--- src/rtl/msr_pkg.sv ---
package msr_pkg;
   localparam int unsigned NLINES  = 4;
   localparam int unsigned IDX_CTS = 0;
   localparam int unsigned IDX_DSR = 1;
   localparam int unsigned IDX_RI  = 2;
   localparam int unsigned IDX_DCD = 3;

   // Pin-index mask of lines whose flag fires on any change
   localparam logic [NLINES-1:0] ANY_EDGE_MASK = 4'b1011;

   // Level seen on the lines while held in reset: DCD, DSR, CTS high, RI low
   localparam logic [NLINES-1:0] IDLE_LEVELS = 4'b1011;

   // Modem control bit positions
   localparam int unsigned MC_DTR  = 0;
   localparam int unsigned MC_RTS  = 1;
   localparam int unsigned MC_OUT1 = 2;
   localparam int unsigned MC_OUT2 = 3;

   // Loopback view: modem control bits rerouted into line order
   function automatic logic [NLINES-1:0] loop_levels(input logic [3:0] mc);
      logic [NLINES-1:0] l;
      l[IDX_CTS] = mc[MC_RTS];
      l[IDX_DSR] = mc[MC_DTR];
      l[IDX_RI]  = mc[MC_OUT1];
      l[IDX_DCD] = mc[MC_OUT2];
      return l;
   endfunction
endpackage

--- src/rtl/msr_sync.sv ---
module msr_sync #(
   parameter int unsigned         WIDTH  = 4,
   parameter int unsigned         STAGES = 2,
   parameter logic [WIDTH-1:0]    RST_VAL = '0
) (
   input  logic             clk,
   input  logic             rst_n,
   input  logic [WIDTH-1:0] d,
   output logic [WIDTH-1:0] q
);
   localparam int unsigned LAST = STAGES - 1;

   if (STAGES < 2) begin : g_bad_depth
      $error("msr_sync: STAGES must be at least 2");
   end

   logic [WIDTH-1:0] chain [STAGES];

   for (genvar s = 0; s < STAGES; s++) begin : g_stage
      if (s == 0) begin : g_first
         always_ff @(posedge clk or negedge rst_n) begin
            if (!rst_n) chain[s] <= RST_VAL;
            else        chain[s] <= d;
         end
      end else begin : g_next
         always_ff @(posedge clk or negedge rst_n) begin
            if (!rst_n) chain[s] <= RST_VAL;
            else        chain[s] <= chain[s-1];
         end
      end
   end

   assign q = chain[LAST];
endmodule

--- src/rtl/msr_track.sv ---
module msr_track
   import msr_pkg::*;
(
   input  logic              clk,
   input  logic              rst_n,
   input  logic [NLINES-1:0] lvl_in,
   input  logic              clr,
   output logic [NLINES-1:0] lvl_q,
   output logic [NLINES-1:0] flag_q
);
   logic [NLINES-1:0] hit;

   for (genvar i = 0; i < NLINES; i++) begin : g_hit
      if (ANY_EDGE_MASK[i]) begin : g_any
         assign hit[i] = lvl_in[i] ^ lvl_q[i];
      end else begin : g_fall
         assign hit[i] = lvl_q[i] & ~lvl_in[i];
      end
   end

   always_ff @(posedge clk or negedge rst_n) begin
      if (!rst_n) begin
         lvl_q  <= IDLE_LEVELS;
         flag_q <= '0;
      end else begin
         lvl_q  <= lvl_in;
         flag_q <= (clr ? '0 : flag_q) | hit;
      end
   end

   // a flag stays set unless a clear was requested
   a_r3_flag_sticky: assert property (@(posedge clk) disable iff (!rst_n)
      !clr |=> ((flag_q & $past(flag_q)) == $past(flag_q)));

   // a change of the CTS level is always flagged
   a_r3_cts_change_flagged: assert property (@(posedge clk) disable iff (!rst_n)
      (lvl_q[IDX_CTS] != $past(lvl_q[IDX_CTS])) |-> flag_q[IDX_CTS]);

   // a rising ring level never raises the ring flag
   a_r4_ri_rise_quiet: assert property (@(posedge clk) disable iff (!rst_n)
      $rose(lvl_q[IDX_RI]) |-> !$rose(flag_q[IDX_RI]));

   // after a clear only a fresh CTS change can hold the CTS flag
   a_r5_clear_cts: assert property (@(posedge clk) disable iff (!rst_n)
      clr |=> (flag_q[IDX_CTS] == (lvl_q[IDX_CTS] ^ $past(lvl_q[IDX_CTS]))));
endmodule

--- src/rtl/modem_status_reg.sv ---
module modem_status_reg
   import msr_pkg::*;
#(
   parameter int unsigned SYNC_STAGES = 2
) (
   input  logic       clk,
   input  logic       rst_n,
   input  logic [3:0] line_in,
   input  logic [3:0] mctl,
   input  logic       loop_en,
   input  logic       irq_en,
   input  logic       rd_stb,
   output logic [7:0] status,
   output logic       irq
);
   logic [NLINES-1:0] line_s;
   logic [NLINES-1:0] lvl_q;
   logic [NLINES-1:0] flag_q;
   logic              clr;

   msr_sync #(
      .WIDTH  (NLINES),
      .STAGES (SYNC_STAGES),
      .RST_VAL(IDLE_LEVELS)
   ) u_sync (
      .clk  (clk),
      .rst_n(rst_n),
      .d    (line_in),
      .q    (line_s)
   );

   assign clr = rd_stb & ~loop_en;

   msr_track u_track (
      .clk   (clk),
      .rst_n (rst_n),
      .lvl_in(line_s),
      .clr   (clr),
      .lvl_q (lvl_q),
      .flag_q(flag_q)
   );

   always_comb begin
      if (loop_en) status = {loop_levels(mctl), 4'h0};
      else         status = {lvl_q, flag_q};
   end

   assign irq = irq_en & (|flag_q);

   // a request always has an enable and a recorded flag behind it
   a_r6_irq_has_cause: assert property (@(posedge clk) disable iff (!rst_n)
      irq |-> (irq_en && (flag_q != '0)));

   // reads during loopback leave the flags in place
   a_r8_loop_read_keeps: assert property (@(posedge clk) disable iff (!rst_n)
      (rd_stb && loop_en) |=> ((flag_q & $past(flag_q)) == $past(flag_q)));
endmodule

--- config.mk ---
export PLATFORM = sky130hd
export DESIGN_NAME = modem_status_reg
export DESIGN_NICKNAME = d
export VERILOG_FILES = /design/src/rtl/msr_pkg.sv /design/src/rtl/msr_sync.sv /design/src/rtl/msr_track.sv /design/src/rtl/modem_status_reg.sv
export SDC_FILE = /design/constraint.sdc
export NUM_CORES = 1
export LEC_CHECK = 0
export BUFFER_PORTS_ARGS = -buffer_cell sky130_fd_sc_hd__buf_2
export CORE_UTILIZATION = 44
export DETAILED_ROUTE_END_ITERATION = 16
export GPL_TIMING_DRIVEN = 0
export PLACE_DENSITY = 0.73
export SYNTH_ARGS = -nofsm -noshare
export SYNTH_HDL_FRONTEND = slang
export SYNTH_SLANG_ARGS = --single-unit
--- constraint.sdc ---
create_clock -name clk -period 0.9 [get_ports clk]
set_input_delay 0.045 -clock clk [delete_from_list [all_inputs] [get_ports clk]]
set_output_delay 0.045 -clock clk [all_outputs]
set_load 0.005 [all_outputs]
[Word-level counts from Yosys, hierarchy flattened]
Index checks and enable logic that the tools add are counted.
Storage, ports and cells
  register bits after elaboration: 16
  input bits: 13
  output and inout port bits: 9
  logic and storage cells: 16
Cells by class
  muxes and demuxes: 2
  bitwise logic cells: 9
  reductions and logical operators: 1
Operator list (number)
  2-to-1 mux 8 bit: 1
  2-to-1 mux 4 bit: 1
  bitwise OR 4 bit: 1
  OR reduction 4 bit: 1
  AND 1 bit: 3
  bitwise XOR 1 bit: 3
  NOT 1 bit: 2

[Longest topological paths before layout]
  word-level depth: 4
  gate-level depth with buffers: 3

[Cells and area by module]
From an unflattened synthesis, not the netlist that was laid out.
Second synthesis, totals
  cells, all modules: 43
  area, all modules: 634.4 um^2
By module, submodules not included
  msr_track: times used 1, cells an instance 20, area each 270.3 um^2, seq. area each 203.9 um^2
  msr_sync: times used 1, cells an instance 12, area each 237.7 um^2, seq. area each 207.7 um^2
  modem_status_reg: times used 1, cells an instance 11, area each 126.4 um^2, seq. area each 0.0 um^2

[Worst setup path before layout]
Ideal clock, no wire load.
  path type: flip-flop to flip-flop
  from: register u_sync.chain, in the netlist u_sync.q[0]
  to: register u_track.flag_q[0]
  setup time: 0.128 ns
  data arrival time: 0.688 ns
  path slack: 0.083 ns
  stages on the path, launching flop included: 3
  path buffers: 0
  clock period less this slack: 0.817 ns
  cell sequence: dfstp_2 xnor2_1 o21ai_0
On the way
  longest elaborated chain between the ends: 2
Ends and longest elaborated chain
  start: declaration: line msr_sync.sv:17  | logic [WIDTH-1:0] chain [STAGES];
  start signal: indexed assignment: line msr_sync.sv:28  | else chain[s] <= chain[s-1];
  bitwise XOR 1 bit: line msr_track.sv:15  | assign hit[i] = lvl_in[i] ^ lvl_q[i];
  bitwise OR 4 bit: line msr_track.sv:27  | flag_q <= (clr ? '0 : flag_q) | hit;
  end signal: assignment: line msr_track.sv:27
  end: declaration: line msr_track.sv:9  | output logic [NLINES-1:0] flag_q
No other way between the ends.

[Worst setup path after layout]
  from: register u_track.flag_q[0]
  to: output port irq
On the way
  longest elaborated chain between the ends: 2
Ends and longest elaborated chain
  OR reduction 4 bit: line modem_status_reg.sv:48  | assign irq = irq_en & (|flag_q);
  AND 1 bit: line modem_status_reg.sv:48
  end: declaration: line modem_status_reg.sv:14  | output logic irq
No other way between the ends.

==> flow_summary.rst <==
.. list-table::
   :header-rows: 1

   * - Metric
     - Value
   * - Area Growth Syn to Fin
     - 53.68%
   * - Top cells by count, synth
     - 9 x sky130_fd_sc_hd__dfstp_2, 7 x sky130_fd_sc_hd__dfrtp_1, 5 x sky130_fd_sc_hd__inv_1, 4 x sky130_fd_sc_hd__nor2_1, 4 x sky130_fd_sc_hd__o21ai_0
   * - Worst path setup slack after routing
     - -0.3431 ns
   * - Post-placement cell count
     - 74
   * - Post-synthesis register bit count
     - 16
   * - Max clock buf depth
     - 2
   * - Post-route fraction of the period consumed by the critical path
     - 1.381
   * - DRC errors left
     - 0
   * - Diode count
     - 0
   * - Post-DP HPWL
     - 650.2 um
   * - Total I/O pin count
     - 22
   * - Sequential share of the synthesized area
     - 0.7121
   * - Fraction of synthesized cell area taken by the top area cell type
     - 0.4091
   * - Fmax
     - 804.4 MHz
   * - Die Ht
     - 38.25 um
   * - Worst skew pair latency
     - 0.27 ns
   * - Mean area per synthesized cell
     - 14.45 um^2
   * - Origin of the worst min-delay path
     - loop_en
   * - Worst slew pin tran
     - 0.3371 ns
   * - Peak per-stage delay on the critical path
     - 0.40 ns
   * - Status
     - finished, violations left
   * - Worst min path class
     - in2reg
   * - Category of cells accounting for the largest share of critical-path delay
     - compound AO/OA/AOI/OAI gates
   * - Number of iterations in the first detailed-routing pass
     - 3
   * - Total grt overflow
     - 0
   * - Number of nets in the final layout
     - 93
   * - Max-slew headroom at the worst pin
     - 0.7753
   * - Synthesized netlist cell count
     - 40
   * - Max IR drop VDD
     - 1147 uV
   * - Number of sinks handled by clock tree synthesis
     - 16
   * - Post-route ant nets
     - 0
   * - Detailed-route wire length per cell
     - 11.38 um
   * - Leading register cell type out of synthesis
     - sky130_fd_sc_hd__dfstp_2
   * - Biggest area contributors in the synthesized netlist
     - sky130_fd_sc_hd__dfstp_2 41%, sky130_fd_sc_hd__dfrtp_1 30%, sky130_fd_sc_hd__mux2_4 7.8%, sky130_fd_sc_hd__xnor2_1 4.5%, sky130_fd_sc_hd__o21ai_0 3.5%
   * - Critical path, cell by cell
     - o41a_1, buf_2
   * - Post-Layout Cell Count
     - 93
   * - Required time of the critical path
     - 0.85 ns
   * - Die Outline Area
     - 1463 um^2
   * - Arrival time of data at the critical path endpoint
     - 1.20 ns
   * - Number of failing hold endpoints at the final stage
     - 0
   * - Starting Density
     - 0.5000
   * - Total global-route track usage
     - 0.1677
   * - Final-report max-slew violation count
     - 0
   * - Root buf cell
     - sky130_fd_sc_hd__clkbuf_4
   * - RD Place Congestion
     - 0.5931
   * - Maximum number of pins on one net before global-route repair
     - 17
   * - DRC marker count from the first detailed-route iteration
     - 2
   * - Unrepaired setup endpoints after global routing
     - yes
   * - Grt met1 use
     - 0.1660
   * - Die width
     - 38.25 um
   * - Critical-path cell with the highest stage delay
     - sky130_fd_sc_hd__o41a_1
   * - Worst Skew
     - 0.007775 ns
   * - Routed wire length
     - 1058 um
   * - Failing checks
     - negative setup slack
   * - Startpoint of the worst setup timing path
     - u_track.flag_q[0]$_DFF_PN0_
   * - Synthesized net count
     - 53
   * - Max Cap Viol
     - 0
   * - Yosys synthesis warning count
     - 0
   * - H-tree depth reported by CTS
     - 1
   * - Core Area
     - 1156 um^2
   * - Synth async-reset ratio
     - 1.000
   * - Layout cells sized above 1
     - 0.6709
   * - Number of global-route vias before repair
     - 442
   * - Met2 GRT Util
     - 0.3347
   * - First-pass GRT wire length
     - 1635 um
   * - Met3 GRT Util
     - 0.01744
   * - Critical path startpoint category
     - flip-flop
   * - Cell taking the most area after synthesis
     - sky130_fd_sc_hd__dfstp_2
   * - Worst reg2reg path startpoint
     - u_track.lvl_q[3]$_DFF_PN1_
   * - Critical setup path kind
     - reg2out
   * - Static leakage
     - 0.4420 nW
   * - Power density over the cells
     - 1604 nW/um^2
   * - Count of input and output buffers
     - 20
   * - Clock tree from TritonCTS
     - done
   * - Sum of buffers and inverters on the critical path
     - 1
   * - Post-layout min period
     - 1.243 ns
   * - Routed vias
     - 423
   * - Highest-utilization routing layer at the global route stage
     - met2
   * - Antenna violations before repair
     - 0
   * - Critical path peak fanout
     - 2
   * - Count of different cell masters after synthesis
     - 12
   * - Most frequently used cell type in the post-synthesis netlist
     - sky130_fd_sc_hd__dfstp_2
   * - Type of destination of the critical path
     - primary output
   * - Pre-CTS setup slack
     - -0.03196 ns
   * - Setup violators final
     - 12
   * - Via count normalized by instance count
     - 4.548
   * - Clock buffer count from CTS
     - 3
   * - Area of the mapped netlist
     - 578.1 um^2
   * - Clock transition at the registers of the reported paths
     - 0.09 ns
   * - Post-synth EDFFs
     - 0
   * - Num rows
     - 12
-- worst reg2reg max path, cell delays in order (launching register included) --
cell	delay [ns]
sky130_fd_sc_hd__dfstp_2	0.55
sky130_fd_sc_hd__buf_6	0.10
sky130_fd_sc_hd__xnor2_2	0.09
sky130_fd_sc_hd__o21ai_1	0.08
-- cells by family after synthesis --
| logic type | count (synthesis) | share of synthesized area |
|---|---|---|
| xor gates and xnor gates | 3 | 0.04546 |
| DFF | 16 | 0.7121 |
| AOI/OAI and AO/OA | 6 | 0.06494 |
| muxes | 3 | 0.07792 |
| buffers and inverters | 6 | 0.05195 |
| and+or+nand+nor | 6 | 0.04761 |
-- power breakdown --
group / leakage (nW) / internal (mW) / switching (mW)
sequential: 0.171 / 0.781 / 0.0266
clock: 0.0150 / 0.171 / 0.189
combinational: 0.256 / 0.162 / 0.0943
-- flip-flops by register name, indices dropped and copies added (netlist names) --
signal / cells
u_sync.chain: 4
u_sync.q: 4
u_track.flag_q: 4
u_track.lvl_q: 4
-- repair_timing --
action                                  in CTS  in global routing
setup buffers                                8                  4
resized for setup                           10                  5
endpoints found under the setup margin      10                 12
hold buffers                                 5                  0
pin swaps                                    3                  2
endpoints found under the hold margin       20                  0
-- worst paths after layout --
| check | to | slack, ns | cells past startpoint |
|---|---|---|---|
| worst max-delay path | irq | -0.34 | 2 |
| worst min-delay path | u_track.flag_q[1]$_DFF_PN0_ | 0.12 | 3 |
| worst max register to register | u_track.flag_q[3]$_DFF_PN0_ | -0.05 | 3 |
| worst min register to register | u_sync.q[3]$_DFF_PN1_ | 0.36 | 0 |
| max in group asynchronous | u_sync.q[3]$_DFF_PN1_ | 0.40 | 2 |
| min in group asynchronous | u_track.flag_q[1]$_DFF_PN0_ | 0.20 | 2 |
-- layer usage --
layer	part of all wire	vias up
li1	-	208
met1	0.42	199
met2	0.54	14
met3	0.043	2
met4	0.0038	0
met5	0	-
-- through the flow --
stage | setup TNS (ns) | instance area, um^2 | utilization | power, mW | hold WS, ns
after floorplan | 0 | 578.1 | - | 0.8886 | -0.2506
after global placement | -0.03492 | 695.7 | 0.6017 | 0.9616 | -0.03989
after detailed placement | -0.03196 | 695.7 | 0.6017 | 0.9692 | -0.03539
after CTS | -1.305 | 862.1 | 0.7457 | 1.419 | 0.1070
after global routing | -1.868 | 888.4 | 0.7684 | 1.505 | 0.1178
final | -1.352 | 888.4 | 0.7684 | 1.425 | 0.1222
-- cell type report --
class | count | area (um^2)
Inverter | 5 | 18.77
Clock buffer | 4 | 26.28
Multi-Input combinational cell | 18 | 151.4
Fill cell | 80 | 267.8
Timing Repair Buffer | 35 | 251.5
Buffer | 1 | 11.26
Sequential cell | 16 | 411.6
Tap cell | 14 | 17.52
-- placed cells by master, fill, tap and decap left out --
cell type,n
sky130_fd_sc_hd__buf_2,17
sky130_fd_sc_hd__buf_4,8
sky130_fd_sc_hd__buf_6,6
sky130_fd_sc_hd__clkbuf_1,1
sky130_fd_sc_hd__clkbuf_4,3
sky130_fd_sc_hd__dfrtp_1,7
sky130_fd_sc_hd__dfstp_2,9
sky130_fd_sc_hd__dlygate4sd3_1,5
sky130_fd_sc_hd__inv_1,1
sky130_fd_sc_hd__inv_2,4
sky130_fd_sc_hd__mux2_4,3
sky130_fd_sc_hd__nand2_1,1
sky130_fd_sc_hd__nor2_1,4
sky130_fd_sc_hd__nor2b_2,1
sky130_fd_sc_hd__o21ai_1,4
sky130_fd_sc_hd__o22ai_1,1
sky130_fd_sc_hd__o41a_1,1
sky130_fd_sc_hd__xnor2_1,1
sky130_fd_sc_hd__xnor2_2,2
No activity file was read; power rests on OpenSTA's default activity.
